$ cat config.mk
export PLATFORM = sky130hd
export DESIGN_NAME = iss_gate
export DESIGN_NICKNAME = d
export VERILOG_FILES = /design/src/rtl/iss_pkg.sv /design/src/rtl/iss_hazard.sv /design/src/rtl/iss_select.sv /design/src/rtl/iss_holdbuf.sv /design/src/rtl/iss_loadtrk.sv /design/src/rtl/iss_gate.sv
export SDC_FILE = /design/constraint.sdc
export NUM_CORES = 1
export LEC_CHECK = 0
export BUFFER_PORTS_ARGS = -buffer_cell sky130_fd_sc_hd__buf_2
export CAP_MARGIN = 20
export CORE_AREA = 5 5 157 159
export DETAILED_ROUTE_END_ITERATION = 12
export DIE_AREA = 0 0 162 164
export SETUP_SLACK_MARGIN = 0.2
export SLEW_MARGIN = 0
export SYNTH_ARGS = -nofsm -noshare
export SYNTH_HDL_FRONTEND = slang
export SYNTH_SLANG_ARGS = --single-unit
$ cat constraint.sdc
create_clock -name clk -period 14.5 [get_ports clk]
set_clock_uncertainty 0.2 [all_clocks]
set_input_delay 4.35 -clock clk [delete_from_list [all_inputs] [get_ports clk]]
set_output_delay 4.35 -clock clk [all_outputs]
set_load 0.01 [all_outputs]
$ cat src/rtl/iss_pkg.sv
// Shared slot type and helpers for the in-order issue gate.
// Assumes small register indices and a fixed-width opaque tag per slot.
package iss_pkg;

    localparam int unsigned REG_W = 5;
    localparam int unsigned TAG_W = 8;

    typedef struct packed {
        logic             valid;
        logic [REG_W-1:0] src1;
        logic [REG_W-1:0] src2;
        logic [REG_W-1:0] dst;
        logic             wen;
        logic             load;
        logic             mem;
        logic             div;
        logic [TAG_W-1:0] tag;
    } slot_t;

    // True when a slot reads register r; register 0 is never a real read.
    function automatic logic slot_reads(slot_t s, logic [REG_W-1:0] r);
        return (r != '0) && ((s.src1 == r) || (s.src2 == r));
    endfunction

    // True when a slot produces a value that a younger slot could depend on.
    function automatic logic slot_writes(slot_t s);
        return s.valid && s.wen && (s.dst != '0);
    endfunction

endpackage

$ cat src/rtl/iss_hazard.sv
// Per-slot blocking conditions for the issue window.
// Each slot is checked against every older slot (RAW, memory port,
// divider) and against the load that issued in the previous cycle.
// Assumes slot 0 is the oldest instruction.
module iss_hazard
    import iss_pkg::*;
#(
    parameter int unsigned WIDTH = 4
) (
    input  slot_t [WIDTH-1:0] win_i,
    input  logic              pend_vld_i,
    input  logic [REG_W-1:0]  pend_dst_i,
    output logic [WIDTH-1:0]  blocked_o
);

    for (genvar j = 0; j < WIDTH; j++) begin : g_slot
        logic raw_hit;
        logic mem_hit;
        logic div_hit;
        logic ld_use;

        // Gather the conditions that keep slot j from leaving this cycle.
        always_comb begin
            raw_hit = 1'b0;
            mem_hit = 1'b0;
            div_hit = 1'b0;
            for (int i = 0; i < j; i++) begin
                if (slot_writes(win_i[i]) && slot_reads(win_i[j], win_i[i].dst))
                    raw_hit = 1'b1;
                if (win_i[i].valid && win_i[i].mem && win_i[j].mem)
                    mem_hit = 1'b1;
                if (win_i[i].valid && win_i[i].div && win_i[j].div)
                    div_hit = 1'b1;
            end
            ld_use = pend_vld_i && slot_reads(win_i[j], pend_dst_i);
        end

        assign blocked_o[j] = !win_i[j].valid || raw_hit || mem_hit || div_hit || ld_use;
    end

endmodule

$ cat src/rtl/iss_select.sv
// Turns per-slot blocking flags into an in-order issue prefix.
// The first blocked slot ends the prefix; kill_i suppresses all issue.
module iss_select #(
    parameter  int unsigned WIDTH = 4,
    localparam int unsigned CW    = $clog2(WIDTH + 1)
) (
    input  logic [WIDTH-1:0] blocked_i,
    input  logic             kill_i,
    output logic [WIDTH-1:0] mask_o,
    output logic [CW-1:0]    cnt_o
);

    // Walk slots oldest first, stop at the first blocked one, count issues.
    always_comb begin
        logic run;
        run    = !kill_i;
        cnt_o  = '0;
        mask_o = '0;
        for (int k = 0; k < WIDTH; k++) begin
            run       = run && !blocked_i[k];
            mask_o[k] = run;
            if (run)
                cnt_o = cnt_o + CW'(1);
        end
    end

endmodule

$ cat src/rtl/iss_holdbuf.sv
// Holds the slots that did not issue, moved down to the front.
// Assumes the issued slots form a prefix of length cnt_i.
module iss_holdbuf
    import iss_pkg::*;
#(
    parameter  int unsigned WIDTH = 4,
    localparam int unsigned CW    = $clog2(WIDTH + 1)
) (
    input  logic              clk,
    input  logic              rst_n,
    input  logic              flush_i,
    input  slot_t [WIDTH-1:0] win_i,
    input  logic [CW-1:0]     cnt_i,
    output slot_t [WIDTH-1:0] held_o,
    output logic              held_any_o
);

    slot_t [WIDTH-1:0] held_q;
    slot_t [WIDTH-1:0] shifted;

    // Move slot k+cnt into position k; positions past the end become empty.
    always_comb begin
        shifted = '0;
        for (int k = 0; k < WIDTH; k++) begin
            for (int s = 0; s < WIDTH; s++) begin
                if (s == k + int'(cnt_i))
                    shifted[k] = win_i[s];
            end
        end
    end

    // Register the remainder; reset and flush empty the buffer.
    always_ff @(posedge clk) begin
        if (!rst_n)
            held_q <= '0;
        else if (flush_i)
            held_q <= '0;
        else
            held_q <= shifted;
    end

    // Report whether any slot is waiting.
    always_comb begin
        held_any_o = 1'b0;
        for (int k = 0; k < WIDTH; k++)
            held_any_o = held_any_o | held_q[k].valid;
    end

    assign held_o = held_q;

    AST_FLUSH_EMPTIES_BUF: assert property (@(posedge clk) disable iff (!rst_n)
        flush_i |=> !held_any_o);

endmodule

$ cat src/rtl/iss_loadtrk.sv
// Remembers the destination of a load issued this cycle for one cycle.
// Assumes at most one load issues per cycle (single memory port).
module iss_loadtrk
    import iss_pkg::*;
#(
    parameter int unsigned WIDTH = 4
) (
    input  logic              clk,
    input  logic              rst_n,
    input  logic              flush_i,
    input  slot_t [WIDTH-1:0] win_i,
    input  logic [WIDTH-1:0]  mask_i,
    output logic              pend_vld_o,
    output logic [REG_W-1:0]  pend_dst_o
);

    logic             nxt_vld;
    logic [REG_W-1:0] nxt_dst;

    // Find an issuing load that writes a real register.
    always_comb begin
        nxt_vld = 1'b0;
        nxt_dst = '0;
        for (int k = 0; k < WIDTH; k++) begin
            if (mask_i[k] && win_i[k].load && slot_writes(win_i[k])) begin
                nxt_vld = 1'b1;
                nxt_dst = win_i[k].dst;
            end
        end
    end

    // Keep it for exactly the following cycle.
    always_ff @(posedge clk) begin
        if (!rst_n || flush_i) begin
            pend_vld_o <= 1'b0;
            pend_dst_o <= '0;
        end else begin
            pend_vld_o <= nxt_vld;
            pend_dst_o <= nxt_dst;
        end
    end

    AST_LOAD_PEND_NONZERO: assert property (@(posedge clk) disable iff (!rst_n)
        pend_vld_o |-> (pend_dst_o != '0));

endmodule

$ cat src/rtl/iss_gate.sv
// In-order issue gate for a WIDTH-wide decode stage.
// The window is the held remainder if any, else the offered group.
// Issues the longest hazard-free prefix and holds the rest.
// Assumes offered valid bits are contiguous from slot 0.
module iss_gate
    import iss_pkg::*;
#(
    parameter  int unsigned WIDTH = 4,
    localparam int unsigned CW    = $clog2(WIDTH + 1)
) (
    input  logic                     clk,
    input  logic                     rst_n,
    input  logic                     flush_i,
    input  logic [WIDTH-1:0]         in_valid_i,
    input  logic [WIDTH*REG_W-1:0]   in_src1_i,
    input  logic [WIDTH*REG_W-1:0]   in_src2_i,
    input  logic [WIDTH*REG_W-1:0]   in_dst_i,
    input  logic [WIDTH-1:0]         in_wen_i,
    input  logic [WIDTH-1:0]         in_load_i,
    input  logic [WIDTH-1:0]         in_mem_i,
    input  logic [WIDTH-1:0]         in_div_i,
    input  logic [WIDTH*TAG_W-1:0]   in_tag_i,
    output logic                     in_ready_o,
    output logic [WIDTH-1:0]         iss_mask_o,
    output logic [CW-1:0]            iss_cnt_o,
    output logic [WIDTH*TAG_W-1:0]   iss_tag_o,
    output logic                     stall_o
);

    slot_t [WIDTH-1:0] in_win;
    slot_t [WIDTH-1:0] held;
    slot_t [WIDTH-1:0] win;
    logic              held_any;
    logic [WIDTH-1:0]  blocked;
    logic              pend_vld;
    logic [REG_W-1:0]  pend_dst;
    logic [WIDTH-1:0]  win_valid;
    logic [WIDTH-1:0]  win_mem;
    logic [WIDTH-1:0]  win_div;

    // Unpack the offered group into slot records.
    always_comb begin
        for (int k = 0; k < WIDTH; k++) begin
            in_win[k].valid = in_valid_i[k];
            in_win[k].src1  = in_src1_i[k*REG_W +: REG_W];
            in_win[k].src2  = in_src2_i[k*REG_W +: REG_W];
            in_win[k].dst   = in_dst_i[k*REG_W +: REG_W];
            in_win[k].wen   = in_wen_i[k];
            in_win[k].load  = in_load_i[k];
            in_win[k].mem   = in_mem_i[k];
            in_win[k].div   = in_div_i[k];
            in_win[k].tag   = in_tag_i[k*TAG_W +: TAG_W];
        end
    end

    // Held slots take precedence over a new group.
    assign win = held_any ? held : in_win;

    // Flatten window fields for outputs and checks.
    always_comb begin
        for (int k = 0; k < WIDTH; k++) begin
            win_valid[k]              = win[k].valid;
            win_mem[k]                = win[k].mem;
            win_div[k]                = win[k].div;
            iss_tag_o[k*TAG_W +: TAG_W] = win[k].tag;
        end
    end

    iss_hazard #(.WIDTH(WIDTH)) u_hazard (
        .win_i      (win),
        .pend_vld_i (pend_vld),
        .pend_dst_i (pend_dst),
        .blocked_o  (blocked)
    );

    iss_select #(.WIDTH(WIDTH)) u_select (
        .blocked_i (blocked),
        .kill_i    (flush_i),
        .mask_o    (iss_mask_o),
        .cnt_o     (iss_cnt_o)
    );

    iss_holdbuf #(.WIDTH(WIDTH)) u_hold (
        .clk        (clk),
        .rst_n      (rst_n),
        .flush_i    (flush_i),
        .win_i      (win),
        .cnt_i      (iss_cnt_o),
        .held_o     (held),
        .held_any_o (held_any)
    );

    iss_loadtrk #(.WIDTH(WIDTH)) u_ldtrk (
        .clk        (clk),
        .rst_n      (rst_n),
        .flush_i    (flush_i),
        .win_i      (win),
        .mask_i     (iss_mask_o),
        .pend_vld_o (pend_vld),
        .pend_dst_o (pend_dst)
    );

    // Accept a group only when nothing is waiting and no flush is active.
    assign in_ready_o = !held_any && !flush_i;

    // Report valid slots that stay behind this cycle.
    assign stall_o = !flush_i && ((win_valid & ~iss_mask_o) != '0);

    AST_ONE_MEM_PER_CYCLE: assert property (@(posedge clk) disable iff (!rst_n)
        $countones(iss_mask_o & win_mem) <= 1);

    AST_ONE_DIV_PER_CYCLE: assert property (@(posedge clk) disable iff (!rst_n)
        $countones(iss_mask_o & win_div) <= 1);

    AST_ISSUE_PREFIX: assert property (@(posedge clk) disable iff (!rst_n)
        ((iss_mask_o + WIDTH'(1)) & iss_mask_o) == '0);

    AST_FLUSH_SILENT: assert property (@(posedge clk) disable iff (!rst_n)
        flush_i |-> (iss_mask_o == '0) && !stall_o && !in_ready_o);

    AST_STALL_BLOCKS_INPUT: assert property (@(posedge clk) disable iff (!rst_n)
        stall_o |=> !in_ready_o);

    for (genvar j = 1; j < WIDTH; j++) begin : g_chk_raw
        for (genvar i = 0; i < j; i++) begin : g_old
            AST_NO_RAW_ISSUE: assert property (@(posedge clk) disable iff (!rst_n)
                !(iss_mask_o[j] && slot_writes(win[i]) && slot_reads(win[j], win[i].dst)));
        end
    end

    for (genvar k = 0; k < WIDTH; k++) begin : g_chk_lu
        AST_NO_LOAD_USE: assert property (@(posedge clk) disable iff (!rst_n)
            !(iss_mask_o[k] && pend_vld && slot_reads(win[k], pend_dst)));
    end

endmodule

==> run_results.csv, run 1 <==
group,metric,value,unit
critical_path,reg2reg_from,"u_hold.held_o[111]$_SDFF_PP0_",
run,cap_violations,0,
power,p_comb_frac,0.379,
routing,drt_pre_antenna_iters,5,
logic_synthesis,async_reset_ff_frac,0,
logic_synthesis,ys_warn_count,0,
logic_synthesis,syn-cell-area,9050,µm²
hold_path,hold_class,"reg -> reg",
floorplan,rows,56,
logic_synthesis,synth_edf_count,0,
power,p_clk_frac,0.338,
routing,remaining_drc_errors,0,
routing,drt_iter0_drc,973,
power,net-switching-power,0.513,mW
logic_synthesis,ys_seq_elements,118,
power,intPower,0.807,mW
status,status,"finished, final reports clean",
sta,fin_crit,12.42,ns
critical_path,critPathMaxFanout,7,
clock_network,clk_pin_slew,0.06,ns
clock_network,ctsHoldBuffers,0,
critical_path,r2r-end,"u_hold.held_o[38]$_SDFF_PP0_",
critical_path,crit_arrival,7.87,ns
routing,vias_per_cell,6.09,
critical_path,crit_path_start_kind,"primary input",
logic_synthesis,synth_seq_area_share,0.261,
logic_synthesis,synth_ff_type,"dfxtp_1",
hold_path,min_to,"u_hold.held_o[94]$_SDFF_PP0_",
clock_network,cts_tree,"built",
power,p_leak,4.42,nW
clock_network,clockBufferDepth,2,
critical_path,end_kind,"output port",
sta,setup_tns,0,ns
global_route,grt_use_total,0.255,
clock_network,cts_max_level,4,
routing,num_vias,9396,
sta,maxSlewHeadroom,0.211,
sta,tightestPinTransition,1.18,ns
clock_network,cts_sinks,118,
logic_synthesis,synthCells,1159,
critical_path,crit_type,"in -> out",
critical_path,r2r_slack,7.44,ns
sta,hold_viol,0,
critical_path,reg2reg_depth,18,
global_route,grt_overflow,0,
routing,wirelength,34900,µm
final_layout,drive_gt1_frac,0.198,
placement,portBuffers,155,
sta,setup_viol,0,
sta,clock.fmax,80.5,MHz
critical_path,critPathLaunch,"in_valid_i[1]",
hold_path,hp-start,"u_hold.held_o[94]$_SDFF_PP0_",
routing,wl_per_cell,22.6,µm
clock_network,post_cts_resize_count,0,
placement,dpl_worst_slack,2.24,ns
floorplan,dieArea,26600,µm²
power,seq_power_share,0.284,
clock_network,cts-root-buf,"clkbuf_16",
sta,rsz0062_at_grt,"no",
power,p_total,1.32,mW
clock_network,numCtsBuffers,17,
floorplan,core-area,23100,µm²
power,vdd_drop_max,79.0,µV
floorplan,io_pins,156,
power,switching_share,0.389,
logic_synthesis,syn_avg_cell_area,7.81,µm²
routing,antenna_left,0,
critical_path,cp.required,9.95,ns
hold_path,hold_depth,2,
sta,fin_ws,2.08,ns
global_route,grt_pass1_vias,8814,
floorplan,die_x,162,µm
sta,post-route-period-util,0.856,
global_route,grt_pass1_wl,52600,µm
floorplan,start_util,0.391,
logic_synthesis,synth.distinct_cells,73,
final_layout,diodes,0,
final_layout,syn_to_final_growth,16.0,%
placement,dp_hpwl,24300,µm
final_layout,fin_nets,1357,
global_route,grt_start_max_net_pins,73,
logic_synthesis,synth_fp_nets,1276,
global_route,antenna_found_initial,2,
clock_network,clk_latency,0.42,ns
sta,slew_violations,0,
power,p_per_area,126,nW/µm²
floorplan,fp.dieH,164,µm
placement,place_congestion,0.951,
clock_network,post_cts_buffers,0,
logic make-up (layout without fill, tap and decap cells):
group | after synthesis | in the layout | share of synthesized area
buffers and inverters | 165 | 259 | 0.0765
xor gates and xnor gates | 136 | 136 | 0.132
DFF | 118 | 118 | 0.261
adders and majority gates | 2 | 2 | 0.00277
muxes | 94 | 94 | 0.109
and+or+nand+nor | 362 | 362 | 0.190
AOI/OAI and AO/OA | 282 | 282 | 0.229
cells in the final DEF (no fill, tap or decap), drive strengths merged, types with 36 or more instances in the layout:
| master | n |
|---|---|
| a211oi | 73 |
| xnor2 | 82 |
| nand2 | 119 |
| a21oi | 37 |
| dfxtp | 118 |
| nor2 | 98 |
| inv | 50 |
| buf | 176 |
| nor3 | 36 |
| xor2 | 54 |
| mux2i | 81 |
Yosys cell counts, drive strengths merged, types with 4 or more instances:
cell | n | share of area
nand2 | 119 | 0.049
dfxtp | 118 | 0.26
nor2 | 98 | 0.041
xnor2 | 82 | 0.079
mux2i | 81 | 0.093
a211oi | 73 | 0.061
clkbuf | 70 | 0.029
xor2 | 54 | 0.052
inv | 49 | 0.020
buf | 44 | 0.026
a21oi | 37 | 0.021
nor3 | 36 | 0.020
o22ai | 33 | 0.023
a221oi | 28 | 0.028
or3 | 19 | 0.013
o21ai | 18 | 0.010
nand2b | 17 | 0.012
nand4 | 17 | 0.012
mux2 | 13 | 0.016
nand3 | 13 | 0.0077
o31ai | 13 | 0.011
nor4 | 11 | 0.0083
o31a | 11 | 0.011
and3 | 10 | 0.0069
o2bb2ai | 10 | 0.0097
a31oi | 8 | 0.0055
o211ai | 8 | 0.0066
o221ai | 8 | 0.0077
o2111ai | 7 | 0.0068
and2 | 4 | 0.0028
or2 | 4 | 0.0028
worst max-delay path by stage:
stage | to | slack (ns)
final | iss_cnt_o[1] | 2.08
after global routing | iss_cnt_o[1] | 2.09
after CTS | iss_cnt_o[1] | 2.23
after global placement | iss_cnt_o[1] | 2.32
after floorplan | iss_cnt_o[1] | 3.19
after detailed placement | iss_cnt_o[1] | 2.24
critical path, stage by stage:
cell,delay [ns]
buf_2,0.11
a21oi_1,0.65
o22ai_1,0.24
a221oi_1,0.57
o21ai_0,0.20
or3_1,0.55
or2_2,0.40
inv_2,0.14
nor2_1,0.09
inv_1,0.06
ha_1,0.25
inv_1,0.06
a21oi_1,0.05
buf_2,0.16
power by group through the flow:
stage	registers, mW	logic [mW]	clock network (mW)
CTS	0.374	0.492	0.450
finish	0.374	0.500	0.446
detailed placement	0.381	0.490	0
global placement	0.380	0.490	0
global route	0.376	0.536	0.466
floorplan	0.366	0.356	0
layer usage:
metal | GRT usage | share of wire | vias up
met5 | 0 | 0.00098 | -
met4 | 0.126 | 0.047 | 4
met3 | 0.0547 | 0.093 | 93
met2 | 0.398 | 0.44 | 518
met1 | 0.334 | 0.42 | 4420
li1 | - | - | 4361
stage by stage:
step / cell area (µm²) / utilization / hold WS (ns) / std cells
3_3_place_gp: 9860 / 0.426 / 0.376 / 1510
6_report: 10500 / 0.454 / 0.386 / 1543
4_1_cts: 10500 / 0.453 / 0.392 / 1542
5_1_grt: 10500 / 0.454 / 0.444 / 1543
2_1_floorplan: 9050 / - / 0.321 / 1159
3_5_place_dp: 9860 / 0.426 / 0.373 / 1510
layout make-up:
cell class                 instances  area, µm²
inverter                          51        191
timing repair buffer             176        946
multi-input combinational        876       6020
clock buffer                      18        439
tap                              290        363
clock inverter                    14        178
fill                            2355      12600
sequential                       118       2360
flip-flops by register name, summed over array words and instances (netlist names):
| register | flops |
|---|---|
| u_ldtrk.pend_dst_o | 5 |
| u_hold.held_o | 112 |
| u_ldtrk.pend_vld_o | 1 |
No activity file was read; power rests on OpenSTA's default activity.
==> run 2: changes to the inputs <==
- CTS_BUF_LIST: not set -> sky130_fd_sc_hd__clkbuf_8
- GPL_TIMING_DRIVEN: not set -> 1
- RECOVER_POWER: not set -> 100
==> run_results.csv, run 2 (synthesis gave the netlist of run 1 again) <==
group,metric,value,unit
critical_path,critPathMaxFanout,33,
power,seq_power_share,0.312,
sta,slew_violations,258,
global_route,grt_pass1_wl,52600,µm
final_layout,mostFrequentLayoutCells,"119 x nand2_1, 118 x dfxtp_1, 116 x buf_2",
power,p_total,1.20,mW
power,net-switching-power,0.498,mW
floorplan,dieArea,26600,µm²
clock_network,numCtsBuffers,17,
sta,fin_ws,1.29,ns
placement,dpl_worst_slack,2.24,ns
routing,wl_per_cell,22.6,µm
critical_path,r2r_slack,4.10,ns
critical_path,crit_type,"in -> out",
final_layout,largest_reg_flops,112,
final_layout,fin_area,10200,µm²
floorplan,fp.dieH,164,µm
critical_path,critPathLaunch,"in_src1_i[3]",
routing,drt_iter0_drc,1050,
clock_network,clockBufferDepth,2,
critical_path,crit_path_start_kind,"primary input",
global_route,grt_start_max_net_pins,73,
critical_path,cp.required,9.95,ns
sta,tightestPinTransition,3.68,ns
floorplan,core-area,23100,µm²
clock_network,post_cts_buffers,0,
global_route,grt_overflow,0,
placement,place_congestion,0.951,
global_route,grt_pass1_vias,8804,
final_layout,diodes,0,
routing,remaining_drc_errors,0,
floorplan,die_x,162,µm
sta,hold_viol,0,
final_layout,syn_to_final_growth,12.9,%
power,intPower,0.701,mW
routing,wirelength,34800,µm
global_route,antenna_found_initial,2,
sta,maxSlewHeadroom,-1.49,
clock_network,post_cts_resize_count,0,
clock_network,cts-root-buf,"clkbuf_8",
final_layout,drive_gt1_frac,0.155,
power,switching_share,0.415,
critical_path,endpoint,"stall_o",
hold_path,hold_class,"reg -> reg",
floorplan,io_pins,156,
placement,dp_hpwl,24300,µm
critical_path,r2r-end,"u_hold.held_o[38]$_SDFF_PP0_",
final_layout,fin_nets,1357,
critical_path,crit_arrival,8.66,ns
floorplan,rows,56,
power,vdd_drop_max,61.0,µV
sta,setup_viol,0,
power,p_clk_frac,0.276,
run,cap_violations,7,
power,p_comb_frac,0.412,
floorplan,start_util,0.391,
final_layout,final_common_cell,"nand2_1",
critical_path,cp_top_family,"buffers and inverters",
sta,rsz0062_at_grt,"no",
placement,dpl_cell_area,9860,µm²
clock_network,clk_pin_slew,0.07,ns
sta,setup_tns,0,ns
global_route,grt_use_total,0.256,
clock_network,ctsHoldBuffers,0,
power,p_per_area,117,nW/µm²
critical_path,reg2reg_depth,18,
critical_path,path_buf_inv,4,
power,p_leak,4.18,nW
routing,vias_per_cell,6.08,
routing,antenna_left,0,
routing,drt_pre_antenna_iters,7,
critical_path,cp_slowest_cell,"clkbuf_1",
critical_path,cpMostUsedCell,"clkbuf_1",
critical_path,slowest_delay,1.33,ns
clock_network,clk_latency,0.46,ns
routing,num_vias,9385,
critical_path,end_kind,"output port",
placement,portBuffers,155,
sta,fin_crit,13.21,ns
sta,post-route-period-util,0.911,
critical_path,reg2reg_from,"u_hold.held_o[111]$_SDFF_PP0_",
sta,clock.fmax,75.7,MHz
critical_path,crit_path_cell_trace,"clkbuf_1 -> mux2_1 -> a211o_1 -> o41ai_1 -> or2_0 -> inv_1 -> nand3_1 -> clkbuf_1 -> o21ai_0 -> a311oi_1 -> buf_2",
clock_network,cts_tree,"built",
clock_network,cts_sinks,118,
status,violations,"capacitance limit, slew limit",
critical_path,cp_num_cells,11,
clock_network,cts_max_level,4,
status,status,"finished with violations",
==> run 2: cell count changes in the layout (fill, tap and decap cells not counted), moves of 6 or more <==
cell / change
clkbuf_1: +45
buf_2: -39
clkbuf_16: -17
clkbuf_8: +17
buf_4: -6
==> run 2: per-layer routing <==
layer  GRT usage  share of wire  wire (µm)  vias to the layer above
met1       0.335           0.42      14500                     4406
met3      0.0622          0.095       3320                       86
met4       0.121          0.043       1500                        4
met2       0.397           0.45      15500                      530
li1            -              -          -                     4359
met5           0        0.00098         34                        -
==> run 2: tightest hold or removal path, cell delays in order, from the launching register on <==
cell and delay, ns:
dfxtp_1 0.34, mux2i_1 0.12, nor2_1 0.10
==> run 2: metrics by stage <==
step                cells   util  hold slack [ns]
finish               1543  0.442            0.394
CTS                  1542  0.445            0.396
global placement     1510  0.426            0.376
floorplan            1159      -            0.321
detailed placement   1510  0.426            0.373
global route         1543  0.442            0.449
==> run 2: worst min-delay path by stage <==
stage | endpoint | start | depth (start not counted) | slack, ns
2_1_floorplan | u_hold.held_o[95]$_SDFF_PP0_ | u_hold.held_o[95]$_SDFF_PP0_ | 2 | 0.32
3_3_place_gp | u_hold.held_o[94]$_SDFF_PP0_ | u_hold.held_o[94]$_SDFF_PP0_ | 2 | 0.38
3_5_place_dp | u_hold.held_o[94]$_SDFF_PP0_ | u_hold.held_o[94]$_SDFF_PP0_ | 2 | 0.37
4_1_cts | u_hold.held_o[94]$_SDFF_PP0_ | u_hold.held_o[94]$_SDFF_PP0_ | 2 | 0.40
5_1_grt | u_hold.held_o[94]$_SDFF_PP0_ | u_hold.held_o[94]$_SDFF_PP0_ | 2 | 0.45
6_report | u_hold.held_o[94]$_SDFF_PP0_ | u_hold.held_o[94]$_SDFF_PP0_ | 2 | 0.39
==> run 2: power groups by stage <==
stage	clock network (mW)	logic (mW)	registers, mW
final	0.331	0.493	0.374
after global routing	0.353	0.530	0.376
after CTS	0.335	0.492	0.373
after detailed placement	0	0.490	0.381
after global placement	0	0.490	0.380
after floorplan	0	0.356	0.366
==> run 2: area by class of cell <==
type	count	area, µm²
Sequential cell	118	2360
Clock inverter	14	178
Fill cell	2398	12900
Tap cell	290	363
Timing Repair Buffer	176	882
Multi-Input combinational cell	876	5990
Inverter	51	191
Clock buffer	18	248
